File: config.mk
export PLATFORM = sky130hd
export DESIGN_NAME = hs_cmd_seq
export DESIGN_NICKNAME = d
export VERILOG_FILES = /design/src/rtl/hs_seq_pkg.sv /design/src/rtl/hs_byte_buf.sv /design/src/rtl/hs_handshake.sv /design/src/rtl/hs_cmd_seq.sv
export SDC_FILE = /design/constraint.sdc
export NUM_CORES = 1
export LEC_CHECK = 0
export ABC_AREA = 1
export ABC_CLOCK_PERIOD_IN_PS = 2400
export BUFFER_PORTS_ARGS = -buffer_cell sky130_fd_sc_hd__buf_4
export CAP_MARGIN = 20
export CORE_MARGIN = 1
export CORE_UTILIZATION = 35
export DETAILED_ROUTE_END_ITERATION = 8
export GPL_TIMING_DRIVEN = 0
export SYNTH_ARGS = -nofsm -noshare
export SYNTH_HDL_FRONTEND = slang
export SYNTH_SLANG_ARGS = --single-unit
File: constraint.sdc
create_clock -name clk -period 2.4 [get_ports clk]
set_input_delay 0.6 -clock clk [delete_from_list [all_inputs] [get_ports clk]]
set_output_delay 0.6 -clock clk [all_outputs]
set_load 0.01 [all_outputs]
File: src/rtl/hs_seq_pkg.sv
package hs_seq_pkg;
  typedef enum logic [1:0] {
    ST_IDLE = 2'd0,
    ST_ARGS = 2'd1,
    ST_DISP = 2'd2,
    ST_RESP = 2'd3
  } seq_state_t;
endpackage

File: src/rtl/hs_byte_buf.sv
module hs_byte_buf #(
  parameter int DEPTH = 32,
  parameter int DW    = 8,
  parameter int AW    = $clog2(DEPTH)
) (
  input  logic          clk,
  input  logic          we,
  input  logic [AW-1:0] waddr,
  input  logic [DW-1:0] wdata,
  input  logic [AW-1:0] raddr,
  output logic [DW-1:0] rdata
);
  logic [DW-1:0] mem [DEPTH];

  always_ff @(posedge clk) begin
    if (we) mem[waddr] <= wdata;
    rdata <= mem[raddr];
  end
endmodule

File: src/rtl/hs_handshake.sv
module hs_handshake (
  input  logic clk,
  input  logic rst,
  input  logic treq_n,
  input  logic hold,
  output logic tack_n,
  output logic req_evt
);
  logic treq_seen;
  logic tack_q;
  logic chg;

  // Evaluate the line pair only on a new request level, never while held.
  assign chg     = !hold && (treq_n != treq_seen);
  assign req_evt = chg && !treq_n && tack_q;
  assign tack_n  = tack_q;

  always_ff @(posedge clk) begin
    if (rst) begin
      treq_seen <= 1'b1;
      tack_q    <= 1'b1;
    end else if (chg) begin
      treq_seen <= treq_n;
      if (treq_n && !tack_q) tack_q <= 1'b1;   // acknowledge release
      else if (req_evt)      tack_q <= 1'b0;   // byte request
    end
  end

  // acknowledge falls only after a sampled low request outside a hold
  a_r2_tack_fall: assert property (@(posedge clk) disable iff (rst)
    $fell(tack_q) |-> ($past(treq_n) == 1'b0 && $past(hold) == 1'b0));
  // acknowledge rises only after a sampled high request outside a hold
  a_r2_tack_rise: assert property (@(posedge clk) disable iff (rst)
    $rose(tack_q) |-> ($past(treq_n) == 1'b1 && $past(hold) == 1'b0));
endmodule

File: src/rtl/hs_cmd_seq.sv
module hs_cmd_seq
  import hs_seq_pkg::*;
#(
  parameter int BUF_DEPTH = 32,
  parameter int DW        = 8,
  localparam int AW       = $clog2(BUF_DEPTH)
) (
  input  logic          clk,
  input  logic          rst,
  input  logic          treq_n,
  output logic          tack_n,
  input  logic          sr_dir_h2d,
  input  logic [DW-1:0] sr_in,
  output logic [DW-1:0] sr_out,
  output logic          sr_irq,
  output logic [DW-1:0] lk_cmd,
  input  logic          lk_arg_var,
  input  logic [DW-1:0] lk_arg_len,
  input  logic          lk_rsp_var,
  input  logic [DW-1:0] lk_rsp_len,
  output logic          disp_req,
  output logic [DW-1:0] disp_cmd,
  output logic [DW-1:0] disp_arg_cnt,
  input  logic [AW-1:0] arg_raddr,
  output logic [DW-1:0] arg_rdata,
  input  logic          rsp_we,
  input  logic [AW-1:0] rsp_waddr,
  input  logic [DW-1:0] rsp_wdata,
  input  logic          disp_done,
  input  logic          disp_known,
  input  logic [DW-1:0] disp_rsp_size
);
  localparam logic [DW-1:0] DEPTH_C = DW'(BUF_DEPTH);
  localparam logic [DW-1:0] ONE_C   = DW'(1);

  seq_state_t    state;
  logic [DW-1:0] cmd_q, arg_len, rsp_len, arg_pos, rsp_pos, rsp_size, sr_q;
  logic          arg_var, rsp_var, known_q, irq_q;
  logic          req_evt, arg_we;
  logic [DW-1:0] rsp_q;

  hs_handshake u_hs (
    .clk     (clk),
    .rst     (rst),
    .treq_n  (treq_n),
    .hold    (state == ST_DISP),
    .tack_n  (tack_n),
    .req_evt (req_evt)
  );

  assign arg_we = req_evt && (state == ST_ARGS) && sr_dir_h2d &&
                  !arg_var && (arg_pos < DEPTH_C);

  hs_byte_buf #(.DEPTH(BUF_DEPTH), .DW(DW), .AW(AW)) u_arg_buf (
    .clk   (clk),
    .we    (arg_we),
    .waddr (arg_pos[AW-1:0]),
    .wdata (sr_in),
    .raddr (arg_raddr),
    .rdata (arg_rdata)
  );

  hs_byte_buf #(.DEPTH(BUF_DEPTH), .DW(DW), .AW(AW)) u_rsp_buf (
    .clk   (clk),
    .we    (rsp_we),
    .waddr (rsp_waddr),
    .wdata (rsp_wdata),
    .raddr (rsp_pos[AW-1:0]),
    .rdata (rsp_q)
  );

  assign lk_cmd       = sr_in;
  assign sr_out       = sr_q;
  assign sr_irq       = irq_q;
  assign disp_req     = (state == ST_DISP);
  assign disp_cmd     = cmd_q;
  assign disp_arg_cnt = arg_pos;

  always_ff @(posedge clk) begin
    if (rst) begin
      state    <= ST_IDLE;
      cmd_q    <= '0;
      arg_len  <= '0;
      rsp_len  <= '0;
      arg_pos  <= '0;
      rsp_pos  <= '0;
      rsp_size <= '0;
      sr_q     <= '0;
      arg_var  <= 1'b0;
      rsp_var  <= 1'b0;
      known_q  <= 1'b0;
      irq_q    <= 1'b0;
    end else begin
      irq_q <= 1'b0;
      unique case (state)
        ST_IDLE: if (req_evt && sr_dir_h2d) begin
          irq_q   <= 1'b1;
          cmd_q   <= sr_in;
          arg_var <= lk_arg_var;
          arg_len <= lk_arg_len;
          rsp_var <= lk_rsp_var;
          rsp_len <= lk_rsp_len;
          arg_pos <= '0;
          rsp_pos <= '0;
          state   <= (!lk_arg_var && lk_arg_len == '0) ? ST_DISP : ST_ARGS;
        end
        ST_ARGS: if (req_evt && sr_dir_h2d) begin
          irq_q <= 1'b1;
          if (arg_var) begin
            arg_var <= 1'b0;
            arg_len <= sr_in;
            if (sr_in == arg_pos) state <= ST_DISP;
          end else if (arg_pos < DEPTH_C) begin
            arg_pos <= arg_pos + ONE_C;
            if (arg_pos + ONE_C == arg_len) state <= ST_DISP;
          end
        end
        ST_DISP: if (disp_done) begin
          known_q  <= disp_known;
          rsp_size <= disp_known ? disp_rsp_size : (rsp_var ? '0 : rsp_len);
          state    <= (!rsp_var && rsp_len == '0) ? ST_IDLE : ST_RESP;
        end
        ST_RESP: if (req_evt && !sr_dir_h2d) begin
          irq_q <= 1'b1;
          if (rsp_var) begin
            rsp_var <= 1'b0;
            rsp_len <= rsp_size;
            sr_q    <= rsp_size;
            if (rsp_size == rsp_pos) state <= ST_IDLE;
          end else begin
            sr_q    <= (known_q && rsp_pos < rsp_size && rsp_pos < DEPTH_C) ? rsp_q : '0;
            rsp_pos <= rsp_pos + ONE_C;
            if (rsp_pos + ONE_C == rsp_len) state <= ST_IDLE;
          end
        end
        default: state <= ST_IDLE;
      endcase
    end
  end

  // interrupt pulses are single cycles
  a_r3_irq_single: assert property (@(posedge clk) disable iff (rst)
    irq_q |=> !irq_q);
  // interrupt only accompanies an asserted acknowledge
  a_r3_irq_with_tack: assert property (@(posedge clk) disable iff (rst)
    irq_q |-> !tack_n);
  // dispatch request held until the dispatcher finishes
  a_r6_req_held: assert property (@(posedge clk) disable iff (rst)
    (disp_req && !disp_done) |=> disp_req);
  // wrong-direction byte in idle leaves idle and raises nothing
  a_r10_idle_drop: assert property (@(posedge clk) disable iff (rst)
    (req_evt && state == ST_IDLE && !sr_dir_h2d) |=> (state == ST_IDLE && !irq_q));
  // stored argument count never passes the buffer depth
  a_r11_arg_bound: assert property (@(posedge clk) disable iff (rst)
    arg_pos <= DEPTH_C);
  // acknowledge frozen while a dispatch is pending
  a_r12_tack_frozen: assert property (@(posedge clk) disable iff (rst)
    (disp_req && $past(disp_req)) |-> $stable(tack_n));
endmodule

==> qor.txt, run 1 <==
outcome -> finished with violations
violated checks -> setup timing
Worst Setup End Kind -> register
FF+latch count, synth -> 592
Post-DP Area -> 0.0263 mm^2
Ys Warns -> 0
VDD IR max -> 646 uV
unrepaired setup endpoints after global routing -> true
vias per cell -> 5.59
top cell type by total area after synthesis -> edfxtp_1
Leak -> 9.73 nW
drt wl/cell -> 23.6 um
P per Cell Area -> 957 mW/mm^2
final worst setup slack -> -0.0153 ns
HPWL after detailed placement -> 50,400 um
RR Endpoint -> u_arg_buf.mem[28][4]$_DFFE_PP_
grt ovf -> 0
Syn Nets -> 2,146
skew final -> 0.0293 ns
Max Clk Rate -> 414 MHz
Vias -> 18,100
Main synth FF type -> edfxtp_1
minimum clock period -> 2.42 ns
crit path to -> u_arg_buf.mem[28][4]$_DFFE_PP_
Startpoint Class -> register
maximum root-to-sink buffer count -> 3
max-cap viol count -> 0
Fill cells -> 6,456
Crit path buffers/inverters -> 3
drt first pass iters -> 6
initial antenna violation count -> 0
first-pass GRT wire length -> 112,000 um
total CTS buffers -> 66
clock-pin slew on the worst setup and hold paths -> 0.06 ns
Final setup viols -> 12
Ports -> 102
total negative slack -> -0.0705 ns
Hold Fails Final Rpt -> 0
CP Class -> reg -> reg
RD Place Congestion -> 0.927
sequential element share of the synthesized area -> 0.698
register area -> 0.0170 mm^2
Initial Utilization -> 0.354
reg2reg start -> state[0]$_SDFFE_PP0P_
max-slew violations -> 0
Data arrival, critical path -> 2.68 ns
top cell type's share of synthesized area -> 0.632
most common cell after layout, fill and taps aside -> edfxtp_1
die area -> 0.0706 mm^2
worst-margin pin slew -> 1.16 ns
CTS tree -> done
CTS sink cnt -> 592
Worst Path Required -> 2.67 ns
layout cells sized above 1 -> 0.155
max incr delay on CP -> 0.39 ns
r2r worst-path depth -> 8
largest net degree at the start of global routing -> 37
Mapped Cells -> 2,074
final instance area -> 0.0292 mm^2
Syn Area/Cell -> 11.7 um^2
area growth from synthesis to layout -> 19.8%
most frequent cells in the layout -> 512 x edfxtp_1, 376 x nor2_1, 324 x o21ai_0
multi-input logic area -> 0.00673 mm^2
worst slack at placement -> -0.594 ns
n_diodes -> 0
routed wire length -> 76,700 um
critical path peak fanout -> 8
post-synth cell types -> 44
Root Buffer -> clkbuf_16
Die W -> 266 um
number of global-route vias before repair -> 17,400
Post-synth EDFFs -> 512
Slowest-stage cell, CP -> nand2_2
H-tree depth -> 3
top post-synthesis cells by area -> edfxtp_1 63%, o21ai_0 6.7%, dfxtp_1 6.6%, nor2_1 6.3%, o221ai_1 3.3%
Hold Crit Class -> in -> reg
Worst slew margin -> 0.223
Residual DRC -> 0
fin crit share -> 1.01
Async S/R FF share, synth -> 0
CP top delay family -> simple AND/OR/NAND/NOR gates
clock latency on the worst-skew pair -> 0.62 ns
Core Region -> 0.0687 mm^2
CP dominant cell by count -> inv_1
count of input and output buffers -> 98
cell area after synthesis -> 0.0243 mm^2
site row count -> 96
Total Routing Usage GR -> 0.214
Reg2Reg Setup Slack -> -0.02 ns
Iteration-0 DRC Markers -> 2,249
DIE HEIGHT -> 266 um
Worst setup startpoint -> state[0]$_SDFFE_PP0P_
Levels on crit path -> 8
# nets final -> 2,338
CP cell instances -> inv_1 -> nor2_1 -> inv_1 -> nor2_4 -> inv_1 -> nor3_4 -> nand2_2 -> nor2_4
Routed Antenna Nets -> 0
metrics by stage:
stage	hold WS [ns]	std cells	util	total power, mW
5_1_grt	0.275	3249	0.424	28.8
3_3_place_gp	0.453	3103	0.382	17.6
2_1_floorplan	0.442	2074	-	15.2
3_5_place_dp	0.470	3104	0.382	17.7
6_report	0.273	3249	0.424	27.9
4_1_cts	0.253	3241	0.422	27.8
registers in the layout (all words and copies together), names as in the netlist:
name	count
u_arg_buf.mem	256
u_rsp_buf.mem	256
arg_len	8
disp_arg_cnt	8
disp_cmd	8
rsp_len	8
rsp_pos	8
rsp_size	8
sr_out	8
u_arg_buf.rdata	8
u_rsp_buf.rdata	8
state	2
arg_var	1
known_q	1
rsp_var	1
sr_irq	1
u_hs.tack_n	1
u_hs.treq_seen	1
worst reg2reg max path, delay by kind of cell (launching register included):
kind	cells	cell delay (ns)
buffers and inverters	3	0.31
DFF	1	0.36
and+or+nand+nor	5	1.40
cell type report:
class | instances | area share
multi-input cells | 1270 | 0.231
clock buffers | 82 | 0.0605
well taps | 931 | 0.0400
flip-flops and latches | 592 | 0.582
repair buffers | 124 | 0.0401
inverters | 80 | 0.0105
plain buffers | 132 | 0.0218
clock inverters | 38 | 0.0141
how the worst min path moves through the flow:
| stage | startpoint | to | slack (ns) | depth (start not counted) |
|---|---|---|---|---|
| after floorplan | known_q$_SDFFE_PP0P_ | known_q$_SDFFE_PP0P_ | 0.44 | 2 |
| after global placement | u_hs.treq_seen$_SDFFE_PP1P_ | u_hs.treq_seen$_SDFFE_PP1P_ | 0.45 | 2 |
| after detailed placement | u_hs.tack_n$_SDFFE_PP1P_ | u_hs.tack_n$_SDFFE_PP1P_ | 0.47 | 2 |
| after CTS | disp_rsp_size[4] | rsp_size[4]$_SDFFE_PP0P_ | 0.25 | 3 |
| after global routing | lk_arg_var | arg_var$_SDFFE_PP0P_ | 0.27 | 3 |
| final | disp_rsp_size[4] | rsp_size[4]$_SDFFE_PP0P_ | 0.27 | 3 |
synthesized netlist by cell type (all sizes together) (18+ instances only):
| library cell | instances |
|---|---|
| o22ai | 36 |
| nand3 | 78 |
| clkbuf | 84 |
| buf | 48 |
| inv | 77 |
| a31oi | 45 |
| a21oi | 42 |
| nand4 | 18 |
| edfxtp | 512 |
| dfxtp | 80 |
| nand2 | 150 |
| nor2 | 419 |
| o221ai | 92 |
| o21ai | 333 |
timing repair:
action,4_1_cts,5_1_grt
pin swaps,13,8
cloned,0,0
setup endpoints to repair,258,202
buffers inserted,17,8
hold buffers,0,0
gates resized for setup,85,16
report_power, final:
group          internal, mW  total, mW  switching [mW]
Combinational          1.67       5.95            4.28
Clock                  6.02       10.2            4.16
Sequential             11.5       11.8           0.250
routing by layer:
| metal | vias to the layer above | track usage | part of all wire |
|---|---|---|---|
| met5 | - | 0 | 0 |
| met4 | 0 | 0.0940 | 0.042 |
| met3 | 204 | 0.0373 | 0.087 |
| met2 | 1054 | 0.352 | 0.48 |
| met1 | 8878 | 0.278 | 0.39 |
| li1 | 8013 | - | - |
cell families (layout without fill, tap and decap cells):
kind of cell,after synthesis,count (layout),share of synthesized area
simple gates,678,678,0.117
flops,592,592,0.698
compound gates,569,569,0.138
buf+inv,212,456,0.0373
fa+ha+maj,13,13,0.00668
xor+xnor,10,10,0.00360
Note: power is estimated with default switching activity, not from simulation.
==> inputs of run 2 (changes only) <==
- ABC_AREA: 1 -> default
==> run 2 against run 1 <==
  * The run still ends with setup timing left
  * Clock power decreased by 14%
  * Global-route usage decreased by 5.5 points
  * Combinational power decreased by 70%
  * Via count decreased by 30%
  * Cell count decreased by 27%
  * Critical path type unchanged
  * Critical endpoint is now state[0]$_SDFFE_PP0P_
  * Largest power group unchanged
==> qor.txt, run 2 <==
Startpoint Class -> register
unrepaired setup endpoints after global routing -> true
VDD IR max -> 581 uV
post-synth cell types -> 59
maximum root-to-sink buffer count -> 3
max-slew violations -> 0
Max Clk Rate -> 413 MHz
Mapped Cells -> 1,291
Final setup viols -> 1
most common cell after layout, fill and taps aside -> edfxtp_1
Leak -> 8.82 nW
GR peak layer -> met2
clock latency on the worst-skew pair -> 0.61 ns
H-tree depth -> 2
layout cells sized above 1 -> 0.319
RR Endpoint -> state[0]$_SDFFE_PP0P_
P per Cell Area -> 787 mW/mm^2
drt wl/cell -> 23.1 um
Largest regs -> u_arg_buf.mem x256, u_rsp_buf.mem x256
Vias -> 12,600
Main synth FF type -> edfxtp_1
top post-synthesis cells by area -> edfxtp_1 65%, mux4_2 15%, dfxtp_1 6.7%, nor2_1 2.1%, mux2_2 0.76%
Async S/R FF share, synth -> 0
grt ovf -> 0
site row count -> 95
total CTS buffers -> 58
Ports -> 102
area growth from synthesis to layout -> 18.0%
total negative slack -> -0.0240 ns
Hold Crit Class -> in -> reg
final worst setup slack -> -0.0240 ns
first-pass GRT wire length -> 82,000 um
Slowest-stage cell, CP -> o41ai_2
DIE HEIGHT -> 263 um
crit path to -> state[0]$_SDFFE_PP0P_
top cells by count, synth -> 512 x edfxtp_1, 160 x mux4_2, 131 x nor2_1, 80 x dfxtp_1, 43 x nand2_1
minimum clock period -> 2.42 ns
die area -> 0.0690 mm^2
cell area after synthesis -> 0.0238 mm^2
CTS sink cnt -> 592
Syn Area/Cell -> 18.4 um^2
r2r worst-path depth -> 10
Worst Setup End Kind -> register
outcome -> finished with violations
worst-margin pin slew -> 0.861 ns
Worst Path Required -> 2.90 ns
grt met1 use -> 0.219
n_diodes -> 0
met2 usage -> 0.257
# nets final -> 1,532
largest net degree at the start of global routing -> 37
skew final -> 0.0146 ns
Post-synth EDFFs -> 512
clock-pin slew on the worst setup and hold paths -> 0.06 ns
CP Class -> reg -> reg
Worst slew margin -> 0.424
most frequent cells in the layout -> 512 x edfxtp_1, 160 x mux4_2, 117 x buf_4
vias per cell -> 5.31
Core Region -> 0.0672 mm^2
Ys Warns -> 0
top cell type's share of synthesized area -> 0.647
fin crit share -> 1.01
worst hold margin -> 0.218 ns
Root Buffer -> clkbuf_16
Final Util -> 0.418
Initial Utilization -> 0.354
most frequent cell after synthesis -> edfxtp_1
Residual DRC -> 0
FF+latch count, synth -> 592
worst slack at placement -> -0.845 ns
sequential element share of the synthesized area -> 0.714
number of global-route vias before repair -> 12,800
top cell type by total area after synthesis -> edfxtp_1
HPWL after detailed placement -> 36,400 um
CTS tree -> done
critical path peak fanout -> 7
routed wire length -> 55,000 um
RD Place Congestion -> 0.838
Routed Antenna Nets -> 0
initial antenna violation count -> 0
Worst setup startpoint -> disp_arg_cnt[0]$_SDFFE_PP0P_
Data arrival, critical path -> 2.93 ns
max incr delay on CP -> 0.41 ns
Die W -> 263 um
Hold Fails Final Rpt -> 0
drt first pass iters -> 5
max-cap viol count -> 0
violated checks -> setup timing
count of input and output buffers -> 94
Total Routing Usage GR -> 0.159
Syn Nets -> 1,363
CP cell instances -> buf_6 -> inv_1 -> ha_4 -> xor2_1 -> a211oi_2 -> o211ai_1 -> o41ai_2 -> buf_4 -> a31oi_1 -> a311oi_1
Iteration-0 DRC Markers -> 1,035
Reg2Reg Setup Slack -> -0.02 ns
# hold bufs at CTS -> 0
met3 Use GR -> 0.0310
reg2reg start -> disp_arg_cnt[0]$_SDFFE_PP0P_
run 2: cell type report:
type / instances / area [um^2]
Buffer: 76 / 437
Clock buffer: 69 / 1510
Clock inverter: 38 / 314
Fill cell: 5900 / 39100
Inverter: 12 / 45.0
Multi-Input combinational cell: 609 / 6690
Sequential cell: 592 / 17000
Tap cell: 873 / 1090
Timing Repair Buffer: 111 / 983
run 2: worst max-delay path, delay by kind of cell (launching register included):
family                     cells  cell delay, ns
adders and majority gates      1            0.25
xor gates and xnor gates       1            0.14
buffers and inverters          3            0.42
AOI/OAI and AO/OA              5            1.12
DFF                            1            0.38
run 2: through the flow:
step	instances	area, um^2	power, mW
6_report	2380	28100	22.1
5_1_grt	2380	28100	22.8
4_1_cts	2366	27700	22.2
3_5_place_dp	2258	25600	13.4
3_3_place_gp	2258	25600	13.4
2_1_floorplan	1291	23800	12.7
run 2: cells by family (layout without fill, tap and decap cells):
family,after synthesis,after routing,synth area share
muxes,185,185,0.163
and+or+nand+nor,273,273,0.0550
adders and majority gates,13,13,0.00684
DFF,592,592,0.714
AOI/OAI and AO/OA,112,112,0.0334
xor gates and xnor gates,26,26,0.00958
buffers and inverters,90,306,0.0181
run 2: where the power goes:
| group | switching (mW) | total (mW) | internal [mW] |
|---|---|---|---|
| clock | 3.79 | 8.81 | 5.02 |
| sequential | 0.153 | 11.5 | 11.4 |
| combinational | 1.06 | 1.76 | 0.700 |
run 2: worst min-delay path by stage:
stage / startpoint / end / slack, ns / cells past startpoint
after floorplan: known_q$_SDFFE_PP0P_ / known_q$_SDFFE_PP0P_ / 0.45 / 2
after global placement: disp_cmd[1]$_SDFFE_PP0P_ / disp_cmd[1]$_SDFFE_PP0P_ / 0.48 / 2
after detailed placement: arg_var$_SDFFE_PP0P_ / arg_var$_SDFFE_PP0P_ / 0.49 / 2
after CTS: treq_n / u_hs.treq_seen$_SDFFE_PP1P_ / 0.19 / 3
after global routing: treq_n / u_hs.treq_seen$_SDFFE_PP1P_ / 0.22 / 3
final: treq_n / u_hs.treq_seen$_SDFFE_PP1P_ / 0.22 / 3
run 2: metal layers:
metal / share of wire / wire (um)
met5: 0 / 0
met4: 0.021 / 1130
met3: 0.065 / 3570
met2: 0.48 / 26300
met1: 0.44 / 23900
run 2: timing repair:
action / in CTS / in global routing
pin swaps: 4 / 30
buffers inserted: 2 / 15
gates resized for setup: 98 / 22
setup endpoints to repair: 271 / 289
cloned: 0 / 0
